$ cat src/rtl/gcirq_pkg.sv
package gcirq_pkg;
  localparam int unsigned NLINES = 12;
  localparam int unsigned LPG    = 3;
  localparam int unsigned NGRP   = NLINES / LPG;
  localparam int unsigned HOLD_W = 8;
  localparam int unsigned NALARM = 3;

  localparam logic [7:0] A_LMASK_LO = 8'h11;
  localparam logic [7:0] A_LMASK_HI = 8'h12;
  localparam logic [7:0] A_GMASK    = 8'h13;
  localparam logic [7:0] A_HOLD0    = 8'h18;
  localparam logic [7:0] A_PEND_LO  = 8'h20;
  localparam logic [7:0] A_PEND_HI  = 8'h21;
  localparam logic [7:0] A_PEND_AL  = 8'h22;

  typedef struct packed {
    logic            tv;
    logic            pcm;
    logic            cf;
    logic [NGRP-1:0] chan;
  } gmask_t;
endpackage

$ cat src/rtl/gcirq_tick.sv
module gcirq_tick #(
  parameter int unsigned DIV = 4
) (
  input  logic clk,
  input  logic rst_n,
  output logic tick
);
  localparam int unsigned CW = (DIV > 1) ? $clog2(DIV) : 1;

  logic [CW-1:0] cnt_q, cnt_d;

  assign tick = (cnt_q == CW'(DIV - 1));

  always_comb begin
    cnt_d = tick ? '0 : cnt_q + 1'b1;
  end

  always_ff @(posedge clk or negedge rst_n) begin
    if (!rst_n) cnt_q <= '0;
    else        cnt_q <= cnt_d;
  end
endmodule

$ cat src/rtl/gcirq_lane.sv
module gcirq_lane #(
  parameter int unsigned HW = 8
) (
  input  logic          clk,
  input  logic          rst_n,
  input  logic          pin,
  input  logic          filt,
  input  logic          tick,
  input  logic [HW-1:0] hold,
  output logic          evt
);
  logic          sy1_q, sy2_q, sd_q, ref_q, ref_d;
  logic [HW-1:0] cnt_q, cnt_d;

  // Accept a new level at once, or after hold+1 stable ticks when filtered
  always_comb begin
    ref_d = ref_q;
    cnt_d = '0;
    evt   = 1'b0;
    if (sy2_q != ref_q) begin
      if (!filt) begin
        evt   = 1'b1;
        ref_d = sy2_q;
      end else if (sy2_q != sd_q) begin
        cnt_d = '0;
      end else if (tick) begin
        if (cnt_q == hold) begin
          evt   = 1'b1;
          ref_d = sy2_q;
        end else begin
          cnt_d = cnt_q + 1'b1;
        end
      end else begin
        cnt_d = cnt_q;
      end
    end
  end

  always_ff @(posedge clk or negedge rst_n) begin
    if (!rst_n) begin
      sy1_q <= 1'b0;
      sy2_q <= 1'b0;
      sd_q  <= 1'b0;
      ref_q <= 1'b0;
      cnt_q <= '0;
    end else begin
      sy1_q <= pin;
      sy2_q <= sy1_q;
      sd_q  <= sy2_q;
      ref_q <= ref_d;
      cnt_q <= cnt_d;
    end
  end
endmodule

$ cat src/rtl/gcirq_regs.sv
module gcirq_regs
  import gcirq_pkg::*;
(
  input  logic                   clk,
  input  logic                   rst_n,
  input  logic                   wr,
  input  logic [7:0]             addr,
  input  logic [7:0]             wdata,
  output logic [NLINES-1:0]      lmask,
  output gmask_t                 gmask,
  output logic [NGRP*HOLD_W-1:0] hold
);
  logic [NLINES-1:0]      lmask_d;
  gmask_t                 gmask_d;
  logic [NGRP*HOLD_W-1:0] hold_d;

  always_comb begin
    lmask_d = lmask;
    gmask_d = gmask;
    hold_d  = hold;
    if (wr) begin
      if (addr == A_LMASK_LO) lmask_d[7:0]        = wdata;
      if (addr == A_LMASK_HI) lmask_d[NLINES-1:8] = wdata[NLINES-9:0];
      if (addr == A_GMASK)    gmask_d             = gmask_t'(wdata[$bits(gmask_t)-1:0]);
      for (int g = 0; g < int'(NGRP); g++) begin
        if (addr == A_HOLD0 + 8'(g)) hold_d[g*HOLD_W +: HOLD_W] = wdata[HOLD_W-1:0];
      end
    end
  end

  always_ff @(posedge clk or negedge rst_n) begin
    if (!rst_n) begin
      lmask <= '1;
      gmask <= '1;
      hold  <= '0;
    end else begin
      lmask <= lmask_d;
      gmask <= gmask_d;
      hold  <= hold_d;
    end
  end
endmodule

$ cat src/rtl/gpio_chg_irq.sv
module gpio_chg_irq
  import gcirq_pkg::*;
#(
  parameter int unsigned TICK_DIV = 4
) (
  input  logic        clk,
  input  logic        rst_n,
  input  logic [11:0] line_in,
  input  logic [11:0] line_is_out,
  input  logic [11:0] filt_en,
  input  logic        alarm_clkfail,
  input  logic        alarm_timing,
  input  logic        pcm_event,
  input  logic        reg_wr,
  input  logic [7:0]  reg_addr,
  input  logic [7:0]  reg_wdata,
  output logic [7:0]  reg_rdata,
  output logic        irq_o
);
  logic                   rst_meta, rst_q;
  logic                   tick;
  logic [NLINES-1:0]      lmask, chan_blk, evt_raw, line_hit;
  gmask_t                 gmask;
  logic [NGRP*HOLD_W-1:0] hold_flat;
  logic [NLINES-1:0]      pend_line_q, pend_line_d, clr_line;
  logic [NALARM-1:0]      pend_al_q, pend_al_d, clr_al, al_hit;

  // Reset asserts at once, releases two edges later
  always_ff @(posedge clk or negedge rst_n) begin
    if (!rst_n) {rst_q, rst_meta} <= 2'b00;
    else        {rst_q, rst_meta} <= {rst_meta, 1'b1};
  end

  gcirq_tick #(.DIV(TICK_DIV)) u_tick (.clk(clk), .rst_n(rst_q), .tick(tick));

  gcirq_regs u_regs (
    .clk(clk), .rst_n(rst_q), .wr(reg_wr), .addr(reg_addr), .wdata(reg_wdata),
    .lmask(lmask), .gmask(gmask), .hold(hold_flat)
  );

  for (genvar i = 0; i < NLINES; i++) begin : g_lane
    gcirq_lane #(.HW(HOLD_W)) u_lane (
      .clk(clk), .rst_n(rst_q), .pin(line_in[i]), .filt(filt_en[i]), .tick(tick),
      .hold(hold_flat[(i/LPG)*HOLD_W +: HOLD_W]), .evt(evt_raw[i])
    );
    assign chan_blk[i] = gmask.chan[i/LPG];
  end

  assign line_hit = evt_raw & ~line_is_out & ~lmask & ~chan_blk;
  assign al_hit   = {alarm_timing & ~gmask.tv, pcm_event & ~gmask.pcm, alarm_clkfail & ~gmask.cf};

  always_comb begin
    clr_line = '0;
    clr_al   = '0;
    if (reg_wr) begin
      if (reg_addr == A_PEND_LO) clr_line[7:0]        = reg_wdata;
      if (reg_addr == A_PEND_HI) clr_line[NLINES-1:8] = reg_wdata[NLINES-9:0];
      if (reg_addr == A_PEND_AL) clr_al               = reg_wdata[4 +: NALARM];
    end
    pend_line_d = (pend_line_q & ~clr_line) | line_hit;
    pend_al_d   = (pend_al_q & ~clr_al) | al_hit;
  end

  always_ff @(posedge clk or negedge rst_q) begin
    if (!rst_q) begin
      pend_line_q <= '0;
      pend_al_q   <= '0;
    end else begin
      pend_line_q <= pend_line_d;
      pend_al_q   <= pend_al_d;
    end
  end

  assign irq_o = |{pend_line_q, pend_al_q};

  always_comb begin
    reg_rdata = '0;
    case (reg_addr)
      A_LMASK_LO: reg_rdata = lmask[7:0];
      A_LMASK_HI: reg_rdata[NLINES-9:0] = lmask[NLINES-1:8];
      A_GMASK:    reg_rdata[$bits(gmask_t)-1:0] = gmask;
      A_PEND_LO:  reg_rdata = pend_line_q[7:0];
      A_PEND_HI:  reg_rdata[NLINES-9:0] = pend_line_q[NLINES-1:8];
      A_PEND_AL:  reg_rdata[4 +: NALARM] = pend_al_q;
      default: begin
        for (int g = 0; g < int'(NGRP); g++) begin
          if (reg_addr == A_HOLD0 + 8'(g)) reg_rdata[HOLD_W-1:0] = hold_flat[g*HOLD_W +: HOLD_W];
        end
      end
    endcase
  end
endmodule

$ cat config.mk
export PLATFORM = sky130hd
export DESIGN_NAME = gpio_chg_irq
export DESIGN_NICKNAME = d
export VERILOG_FILES = /design/src/rtl/gcirq_pkg.sv /design/src/rtl/gcirq_tick.sv /design/src/rtl/gcirq_lane.sv /design/src/rtl/gcirq_regs.sv /design/src/rtl/gpio_chg_irq.sv
export SDC_FILE = /design/constraint.sdc
export NUM_CORES = 1
export LEC_CHECK = 0
export ABC_CLOCK_PERIOD_IN_PS = 12900
export BUFFER_PORTS_ARGS = -buffer_cell sky130_fd_sc_hd__clkbuf_2
export CAP_MARGIN = 20
export CORE_UTILIZATION = 65
export DETAILED_ROUTE_END_ITERATION = 8
export GPL_ROUTABILITY_DRIVEN = 0
export PLACE_DENSITY = 0.84
export RECOVER_POWER = 25
export SETUP_SLACK_MARGIN = 0.4
export SYNTH_ARGS = -nofsm -noshare
export SYNTH_HDL_FRONTEND = slang
export SYNTH_SLANG_ARGS = --single-unit
$ cat constraint.sdc
create_clock -name clk -period 12.9 [get_ports clk]
set_input_delay 0.645 -clock clk [delete_from_list [all_inputs] [get_ports clk]]
set_output_delay 0.645 -clock clk [all_outputs]
set_load 0.1 [all_outputs]
After elaboration in Yosys (flattened, before gate mapping):

Index checks and enable logic that the tools add are counted.

* bits in registers: 214
* output and inout bits: 9
* logic and storage cells: 404

* add/subtract/negate cells: 13
* equality and inequality tests: 95
* multiplexer cells: 181
* bitwise operators: 18
* reductions and logical operators: 22

Operators by type and width (number)
* 2-to-1 mux 8 bit: 65
* 2-to-1 mux 1 bit: 108
* adder 8 x 1 -> 8 bit, second input constant: 12
* equality test 8 bit: 12
* equality test 8 x 5 -> 1 bit, second input constant: 7
* AND 12 bit: 4
* inequality test 2 x 1 -> 1 bit, second input constant: 24
* inequality test 4 bit, second input constant: 12
* NOT 12 bit: 4
* AND reduction 4 bit: 12
* equality test 8 x 6 -> 1 bit, second input constant: 3
* inequality test 1 bit: 24
* inequality test 2 bit, second input constant: 12
* one-hot mux 4 bit (6 select lines): 1
* one-hot mux 3 bit (5 select lines): 1
* OR reduction 15 bit: 1
* AND reduction 2 bit: 7
* 2-to-1 mux 12 bit: 1
* bitwise OR 12 bit: 1
* 2-to-1 mux 3 bit: 2
* 2-to-1 mux 4 bit: 1
* OR reduction 4 bit: 1
* AND 1 bit: 3
* AND 3 bit: 1
* 8 further kinds: 10

Logic depth before layout (Yosys ltp):

Gate-level depths: netlist of the first run.

* word-level depth: 10
* mapped depth: 8

Modules after synthesis:

Synthesis of the first run repeated with hierarchy kept, for this count alone.

* cell total of the unflattened synthesis: 1243
* area, all modules: 12363.1 um^2

Modules (own cells, without submodules)
* gcirq_lane at g_lane[0].u_lane ...: times used 11, cells each 79, area an instance 729.4 um^2, sequential area each 300.3 um^2
* gcirq_regs: times used 1, cells each 118, area an instance 2054.5 um^2, sequential area each 1300.0 um^2
* gpio_chg_irq: times used 1, cells each 172, area an instance 1462.7 um^2, sequential area each 425.4 um^2
* gcirq_lane at g_lane[8].u_lane: times used 1, cells each 80, area an instance 755.7 um^2, sequential area each 300.3 um^2
* gcirq_tick: times used 1, cells each 4, area an instance 66.3 um^2, sequential area each 50.0 um^2

Worst setup path after synthesis of the first run:

OpenSTA, ideal clock, no wires.

* path kind: input port to output port
* start point: input port reg_addr[5]
* end point: output port reg_rdata[2]
* data arrival time: 3824 ps
* setup slack: 8431 ps
* cell stages on the path: 4
* path through: or4b_4 -> nor3b_4 -> o221ai_1 -> o21ai_0

* cells in the longest elaborated chain, start to end: 6

Ends and longest elaborated chain
* from (decl): RTL line gpio_chg_irq.sv:15 `input logic [7:0] reg_addr,`
* equality test 8 x 5 -> 1 bit: RTL line gpio_chg_irq.sv:87 `if (reg_addr == A_HOLD0 + 8'(g)) reg_rdata[HOLD_W-1:0] = hold_flat[g*HOLD_W +: HOLD_W];`
* 2-to-1 mux 8 bit (4 in series): RTL line gpio_chg_irq.sv:87
* one-hot mux 4 bit (6 select lines) (*): RTL line gpio_chg_irq.sv:78 `case (reg_addr)`
* to (decl): RTL line gpio_chg_irq.sv:17 `output logic [7:0] reg_rdata,`

Mark *: on every way between the ends. The rest lies on a longest branch, timed or not.

Final worst setup path of the first run:

* start point: input port reg_addr[0]
* end point: output port reg_rdata[1]

The elaborated chain is that of the path after synthesis.

==> flow_summary.toml, run 1 <==
[clocking]
root_buffer = "clkbuf_16"
cts_buffers = 24
ctsHtreeMaxLevel = 1
cts_resized = 0
cts_buffer_depth = 3
path_clk_slew_ns = 0.06
cts_tree = "done"
clock_latency_ns = 0.52
cts_sinks = 214

[timing]
layout_setup_ws_ns = 8.55
max_freq_ghz = 0.230
final_hold_viol_count = 0
finalSetupViolCount = 0
post-route-min-period_ns = 4.35
finalCritPeriodShare_pct = 33.7
maxSlewHeadroom_pct = -72.0
rsz0062_at_grt = "false"
tightest_slew_ns = 2.58
maxSlewViolCount = 153
tns_ns = 0
skew_ns = 0.0103

[logic_synthesis]
syn_area_um2 = 11700
ys_types = 75
netlist_instances = 1155
yosys_warnings = 0
synth.avg_cell_area_um2 = 10.2
ys.flop_type = "dfrtp_1"
synth_fp_nets = 1226
synthArstFlopShare_pct = 100
ys_ff_latch = 214
synth-seq-area-share_pct = 45.9
synth_edf_count = 0

[placement]
dpl.hpwl_mm = 20.3
place_inst = 1413
dp_slack_ns = 9.31
placed_cell_area_um2 = 12200
portBuffers = 66

[power_and_ir_drop]
power_density_nw_per_um2 = 121
p_leak_nw = 6.00
ir_drop_v = 0.000129
total_power_mw = 1.57

[global_route]
grt_pass1_vias = 9376
use_met2_pct = 51.5
grt_use_met3_pct = 7.35
grt.busiest_layer = "met2"
track_usage_pct = 33.2
grt_use_met1_pct = 44.5
antenna_found_initial = 1
grt_max_degree = 79
grt_overflow = 0
grt_first_pass_wirelength_mm = 47.9

[drt]
viasPerCell = 6.70
vias = 9769
wl_per_cell_um = 20.5
first_pass_iters = 5
route.detailed.drc = 0
drtAntennaViolNets = 0
wirelength_mm = 29.9
drt_first_iter_violations = 801

[final_layout]
stdcell_area_um2 = 13000
syn2layout_area_growth_pct = 10.8
final_net_count = 1287
drive_gt1_share_pct = 16.1
diodes = 0
layout.cells.non_filler = 1459

[worst_setup_path]
critical_path_required_ns = 12.26
crit_arrival_ns = 3.70
cp-end-kind = "output port"
start_kind = "input port"
path_class = "in2out"
worstPathMaxFanout = 38

[floorplan]
die_area_um2 = 18600
die_x_um = 136
core_area_um2 = 17500
die_y_um = 136
io_pins = 67
initial_core_util_pct = 67.1
core.rowCount = 48

[hold_path]
hold_class = "in2reg"

[job]
drv_cap = 3

[outcome]
violations = "max-capacitance violations, max-slew violations"
outcome = "finished with violations"
-- flip-flops by register name, indices dropped and copies added, names as in the netlist, 7 cells and up --
| register | count |
|---|---|
| g_lane.u_lane.cnt_q | 96 |
| u_regs.hold | 32 |
| g_lane.u_lane.ref_q | 12 |
| g_lane.u_lane.sd_q | 12 |
| g_lane.u_lane.sy1_q | 12 |
| g_lane.u_lane.sy2_q | 12 |
| pend_line_q | 12 |
| u_regs.lmask | 12 |
| u_regs.gmask | 7 |
-- final timing paths --
path / slack, ns / cells after the start / from / to
worst min register to register: 0.34 / 0 / g_lane[0].u_lane.sy1_q / g_lane[0].u_lane.sy2_q
worst max-delay path: 8.55 / 5 / reg_addr[0] / reg_rdata[1]
min in group asynchronous: 0.44 / 2 / rst_n / rst_q
max in group asynchronous: 9.74 / 1 / rst_q / g_lane[9].u_lane.cnt_q[4]
worst max register to register: 8.86 / 6 / u_tick.cnt_q[0] / g_lane[8].u_lane.ref_q
worst min-delay path: 0.23 / 1 / line_in[1] / g_lane[1].u_lane.sy1_q
-- cell type report --
cell class	instances	area [um^2]
multi-input cells	863	6040
inverters	41	154
repair buffers	72	369
clock buffers	38	714
fillers	1174	4480
well taps	225	282
clock inverters	6	58.8
flip-flops and latches	214	5380
-- worst max-delay path, stage by stage --
cell      delay (ns)
clkbuf_1        1.27
nor2b_1         0.72
a22oi_1         0.18
o21ai_0         0.35
clkbuf_2        0.53
-- Yosys cell counts, types with 16 or more instances --
cell type  count  area [um^2]
a21oi_1       28          140
a32oi_1       18          158
and3_1        44          275
clkbuf_1      28          105
dfrtp_1      195         4880
dfstp_2       19          499
inv_1         40          150
mux2_2        41          462
nand2_1      100          375
nand3_1       61          305
nand4_1       18          113
nor2_1        34          128
nor4_1        31          194
o21ai_0       71          355
o31ai_1       16          120
o41ai_1       25          219
xnor2_1       29          254
xor2_1       100          876
-- stage by stage --
stage | hold slack (ns) | utilization, %
6_report | 0.230 | 74.4
5_1_grt | 0.217 | 74.4
4_1_cts | 0.220 | 74.4
3_5_place_dp | 0.335 | 69.9
3_3_place_gp | 0.333 | 69.9
2_1_floorplan | 0.331 | -
-- metal layers --
layer | share of wire [%] | up-vias
met3 | 8.6 | 101
li1 | - | 4468
met4 | 4.4 | 0
met5 | 0 | -
met1 | 41 | 4757
met2 | 46 | 443
-- power by group --
| group | switching (mW) | internal (mW) | leakage [nW] |
|---|---|---|---|
| Clock | 0.272 | 0.399 | 0.381 |
| Sequential | 0.0393 | 0.695 | 2.72 |
| Combinational | 0.100 | 0.0619 | 2.90 |
-- layout by cell type (no fill, tap or decap), types with 9 or more instances in the layout --
cell       netlist  routed
o31ai_1         16      16
a41oi_1          9       9
o41ai_1         25      25
dfstp_2         19      19
nand3_1         61      61
clkbuf_2         1      64
nand4_1         18      18
a22o_1          15      15
nor3_1          11      11
a21oi_1         28      28
a32oi_1         18      18
inv_1           40      40
nor4_1          31      31
o21ai_0         71      71
ha_1            13      13
dfrtp_1        195     195
o22ai_1          9       9
mux2_2          41      41
nand2_1        100     100
a31o_2          12      12
clkbuf_16        0      25
a31oi_1         14      14
nor2_1          34      34
nor3b_1          9       9
or2_2           12      11
nand2b_1        10      10
or4_1            9       9
xor2_1         100     100
xnor2_1         29      29
clkbuf_1        28      12
a22oi_1          9       9
and3_1          44      44
-- timing repair --
item / CTS / global route
hold buffers: 1 / 0
setup buffers: 0 / 0
hold endpoints to repair: 2 / 0
-- kinds of logic (layout without fill, tap and decap cells) --
kind of cell / after synthesis / in the layout / synth area share (%)
buffers and inverters: 78 / 157 / 2.62
adders and majority gates: 14 / 14 / 1.47
muxes: 56 / 56 / 5.91
other: 1 / 1 / 0.0320
AOI/OAI and AO/OA: 272 / 272 / 16.0
xor gates and xnor gates: 129 / 129 / 9.63
DFF: 214 / 214 / 45.9
and+or+nand+nor: 391 / 391 / 18.4
No activity file was read; power rests on OpenSTA's default activity.
==> run 2: changes to the inputs <==
Settings changed: ABC_CLOCK_PERIOD_IN_PS 12900 to 4500, CORE_UTILIZATION 65 to 62, PLACE_DENSITY 0.84 to 0.81.
Clock period 12.9 ns to 4.5 ns, I/O delays scaled along.
==> run 2 against run 1 <==
  * The flow still finishes with violations (max-capacitance violations, max-slew violations)
  * Core utilization decreased by 1.6 points
  * Hold slack got worse by 0.19 ns
  * Final cell count is 1.6% higher
  * Highest routed layer unchanged
==> flow_summary.toml, run 2 (same netlist as run 1, synthesis figures left out) <==
[timing]
finalSetupViolCount = 0
tns_ns = 0
finalCritPeriodShare_pct = 64.1
max_freq_ghz = 0.347
rsz0062_at_grt = "false"
tightest_slew_ns = 2.89
skew_ns = 0.0112
maxSlewHeadroom_pct = -92.5
layout_setup_ws_ns = 1.62
post-route-min-period_ns = 2.88
maxSlewViolCount = 70
final_hold_viol_count = 0

[drt]
wirelength_mm = 30.4
first_pass_iters = 6
drt_first_iter_violations = 858
drtAntennaViolNets = 0
route.detailed.drc = 0
wl_per_cell_um = 20.5
viasPerCell = 6.62
vias = 9813

[final_layout]
ff_latch_area_um2 = 5380
largest_reg_flops = 96
final_common_cell = "dfrtp_1"
final_net_count = 1308
regMostFlops = "g_lane.u_lane.cnt_q"
multi_input_area_um2 = 6040
diodes = 0
drive_gt1_share_pct = 16.6
layout_common_cells = "195 x dfrtp_1, 100 x nand2_1, 100 x xor2_1, 71 x o21ai_0, 65 x clkbuf_2"
fillCellCount = 1328
stdcell_area_um2 = 13300
reg.largest.list = "g_lane.u_lane.cnt_q: 96 flops, u_regs.hold: 32 flops"
finish.utilization_pct = 72.7
syn2layout_area_growth_pct = 13.3

[worst_setup_path]
crit_arrival_ns = 2.87
worstPathMaxFanout = 71
cp-end-kind = "async pin"
path_class = "reg2async"
critical_path_required_ns = 4.48
rrSetupSlack_ns = 1.62
start_kind = "flop"

[global_route]
grt_first_pass_wirelength_mm = 49.8
grt_overflow = 0
antenna_found_initial = 0
grt_max_degree = 75
track_usage_pct = 32.2
grt_pass1_vias = 9344

[clocking]
clock_latency_ns = 0.51
cts_sinks = 214
cts_buffers = 23
root_buffer = "clkbuf_16"
ctsHtreeMaxLevel = 1
path_clk_slew_ns = 0.06
post_cts_buffers = 0
cts_buffer_depth = 3
cts_tree = "done"

[outcome]
violations = "max-capacitance violations, max-slew violations"
outcome = "finished with violations"

[power_and_ir_drop]
p_leak_nw = 6.13
ir_drop_v = 0.000326
power_density_nw_per_um2 = 348
power_frac_clock_pct = 44.1
power.share.sequential_pct = 45.5
p_int_mw = 3.44
p_comb_share_pct = 10.4
switching_share_pct = 25.6
power_switching_mw = 1.19

[floorplan]
core_area_um2 = 18300
die_x_um = 140
initial_core_util_pct = 64.2
core.rowCount = 49
die_area_um2 = 19500
io_pins = 67
die_y_um = 140

[placement]
dp_slack_ns = 1.70
portBuffers = 66
placed_cell_area_um2 = 12300
dpl.hpwl_mm = 20.4

[job]
drv_cap = 1

[hold_path]
hold_class = "in2reg"
==> run 2: per-stage QoR <==
stage,hold WS (ns),instances,total power [mW]
after global placement,0.0111,1418,2.58
after CTS,0.0103,1481,4.65
after detailed placement,0.0144,1418,2.59
after floorplan,-0.0706,1155,2.43
final,0.0382,1482,4.62
after global routing,0.0357,1482,4.78
==> run 2: worst paths after layout <==
path / from / endpoint / cells after the start
worst max-delay path: rst_q / g_lane[5].u_lane.sy1_q / 0
worst min-delay path: line_is_out[1] / pend_line_q[1] / 3
worst max register to register: rst_q / g_lane[5].u_lane.sy1_q / 0
worst min register to register: g_lane[4].u_lane.sy1_q / g_lane[4].u_lane.sy2_q / 0
max in group clk: reg_addr[0] / reg_rdata[2] / 6
min in group asynchronous: rst_n / rst_meta / 2
==> run 2: area by class of cell <==
type                       count  share of cell area (%)
clock buffer                  26                    4.57
tap                          229                    2.16
sequential                   214                    40.5
multi-input combinational    863                    45.5
inverter                      41                    1.16
timing repair buffer          94                    4.64
clock inverter                15                    1.53
==> run 2: per-layer routing <==
| metal | track usage [%] | up-vias | wire [um] | part of all wire, % |
|---|---|---|---|---|
| li1 | - | 4486 | - | - |
| met1 | 44.2 | 4786 | 12700 | 42 |
| met2 | 50.7 | 449 | 14100 | 46 |
| met3 | 6.16 | 92 | 2400 | 7.9 |
| met4 | 12.8 | 0 | 1230 | 4.0 |
| met5 | 0 | - | 0 | 0 |
==> run 2: timing repair <==
| action | 4_1_cts | 5_1_grt |
|---|---|---|
| endpoints found under the hold margin | 23 | 0 |
| endpoints found under the setup margin | 0 | 0 |
| resized for setup | 0 | 0 |
| hold buffers | 22 | 0 |
==> run 2: power by group through the flow <==
stage	Combinational [mW]	Clock (mW)	Sequential, mW
5_1_grt	0.534	2.13	2.11
2_1_floorplan	0.320	0	2.11
3_3_place_gp	0.448	0	2.13
3_5_place_dp	0.454	0	2.14
4_1_cts	0.475	2.07	2.10
6_report	0.481	2.04	2.10
==> run 3: changes to the inputs <==
Settings changed: ABC_CLOCK_PERIOD_IN_PS 4500 to 2600, CORE_UTILIZATION 62 to 56, PLACE_DENSITY 0.81 to 0.77.
Clock period 4.5 ns to 2.6 ns, I/O delays scaled along.
==> run 3 against run 2 <==
  * The flow still finishes with violations (max-capacitance violations, max-slew violations)
  * Critical path depth increased by 4
  * Sequential cell count unchanged
  * Clock-buffer cell count increased by 7
  * Core utilization decreased by 3.8 points
  * Via count increased by 3.4%
  * First-iteration DRC count decreased by 0.47%
  * Register-to-register slack got worse by 1.1 ns
  * Sequential power increased by 72%
  * Non-clock buffer count increased by 54
  * Largest cell class unchanged
==> flow_summary.toml, run 3 (same netlist as run 1, synthesis figures left out) <==
[clocking]
root_buffer = "clkbuf_16"
clock_latency_ns = 0.52
ctsHtreeMaxLevel = 1
cts_buffers = 24
cts_buffer_depth = 3
cts_sinks = 214
cts_tree = "done"
path_clk_slew_ns = 0.06

[floorplan]
core_area_um2 = 20400
io_pins = 67
die_x_um = 147
die_area_um2 = 21500
core.rowCount = 52
die_y_um = 147
initial_core_util_pct = 57.6

[drt]
wl_met1_mm = 13.3
wl_met3_mm = 2.40
wl_met2_mm = 14.7
drtAntennaViolNets = 0
wl_per_cell_um = 20.0
wirelength_mm = 31.6
first_pass_iters = 5
highest-signal-layer = "met4"
drt_first_iter_violations = 854
viasPerCell = 6.42
vias = 10100
route.detailed.drc = 0

[global_route]
grt_overflow = 0
grt_first_pass_wirelength_mm = 51.3
antenna_found_initial = 0
grt_pass1_vias = 9989
grt_max_degree = 57
track_usage_pct = 29.7

[timing]
rsz0062_at_grt = "true"
tns_ns = 0
finalCritPeriodShare_pct = 85.6
tightest_slew_ns = 1.91
finalSetupViolCount = 0
maxSlewViolCount = 42
post-route-min-period_ns = 2.22
final_hold_viol_count = 0
max_freq_ghz = 0.450
skew_ns = 0.0116
maxSlewHeadroom_pct = -27.0

[worst_setup_path]
critical_path.cell_chain = "buf_6 > mux4_2 > a221o_1 > clkbuf_16"
cp-end-kind = "output port"
crit_arrival_ns = 2.09
worstPathMaxFanout = 2
start_kind = "flop"
crit_family = "multiplexers"
critPathBufInv = 2
crit_slowest_cell = "mux4_2"
critical_path_required_ns = 2.47
critical-path-max-stage-delay_ns = 0.48
path_class = "reg2out"

[final_layout]
finish.utilization_pct = 68.9
multi_input_area_um2 = 6110
final_common_cell = "dfrtp_1"
fillCellCount = 1477
ff_latch_area_um2 = 5390
final_net_count = 1363
diodes = 0
drive_gt1_share_pct = 20.4
layout_common_cells = "186 x dfrtp_1, 100 x xor2_1, 99 x nand2_1, 67 x o21ai_0, 61 x nand3_1"
regMostFlops = "g_lane.u_lane.cnt_q"
largest_reg_flops = 96
syn2layout_area_growth_pct = 19.6
reg.largest.list = "g_lane.u_lane.cnt_q: 96 flops, u_regs.hold: 32 flops"

[power_and_ir_drop]
total_power_mw = 8.03
ir_drop_v = 0.000764
p_leak_nw = 6.42
power_density_nw_per_um2 = 572

[job]
drv_cap = 1

[outcome]
outcome = "finished with violations"
violations = "max-capacitance violations, max-slew violations"

[hold_path]
hold_class = "in2reg"

[placement]
dpl.hpwl_mm = 22.0
portBuffers = 66
[run 3: changes by cell type in the layout (fill, tap and decap cells not counted), sizes merged]
| cell | before | now |
|---|---|---|
| buf | 6 | 44 |
| dlygate4sd3 | 22 | 43 |
| clkinvlp | 1 | 2 |
| bufinv | 5 | 2 |
| inv | 40 | 42 |
| clkbuf | 92 | 94 |
| clkinv | 10 | 6 |
[run 3: stage by stage]
stage,instances,hold WS [ns],instance area [um^2],worst slack (ns)
after CTS,1579,0.00570,14000,0.371
after global placement,1485,-0.0830,12600,0.488
after floorplan,1155,-0.166,11700,0.424
final,1580,0.0250,14000,0.376
after global routing,1580,0.0353,14000,0.195
after detailed placement,1485,-0.0827,12600,0.419
[run 3: metal layers]
layer | vias to the layer above | GRT usage, %
li1 | 4622 | -
met1 | 4984 | 40.5
met2 | 437 | 47.3
met3 | 105 | 5.59
met4 | 0 | 10.9
met5 | - | 0
[run 3: path summary, 6_finish.rpt]
check / cells after the start / slack (ns) / endpoint / startpoint
max in group asynchronous: 1 / 0.54 / u_regs.lmask[9] / rst_q
max: 4 / 0.38 / reg_rdata[5] / u_regs.hold[29]
min in group asynchronous: 3 / 0.47 / rst_q / rst_n
min: 3 / 0.03 / pend_line_q[6] / filt_en[6]
max reg2reg: 6 / 0.47 / g_lane[9].u_lane.ref_q / u_regs.hold[30]
min reg2reg: 0 / 0.35 / g_lane[9].u_lane.sy2_q / g_lane[9].u_lane.sy1_q
[run 3: area by class of cell]
type	count	area share, %
multi-input cells	863	43.6
well taps	270	2.41
clock inverters	11	0.856
flip-flops and latches	214	38.4
clock buffers	33	4.96
repair buffers	148	8.68
inverters	41	1.10
[run 3: report_power, final]
part	leakage, nW	internal (mW)	total [mW]	switching [mW]
clock network	0.400	2.08	3.46	1.38
registers	2.71	3.45	3.62	0.166
logic	3.31	0.393	0.949	0.556
total	6.42	5.92	8.03	2.10
[run 3: timing repair]
action / CTS / global route
gates resized for setup: 20 / 10
endpoints found under the setup margin: 5 / 25
hold endpoints to repair: 61 / 0
hold buffers: 43 / 0
pin swaps: 2 / 1
setup buffers: 7 / 1
[run 3: worst reg2reg max path: stages (launching register included)]
cell and delay [ns]:
dfrtp_2 0.41, buf_4 0.17, xor2_1 0.18, nor4_1 0.31
nand2_1 0.26, o31ai_2 0.32, mux2_2 0.37
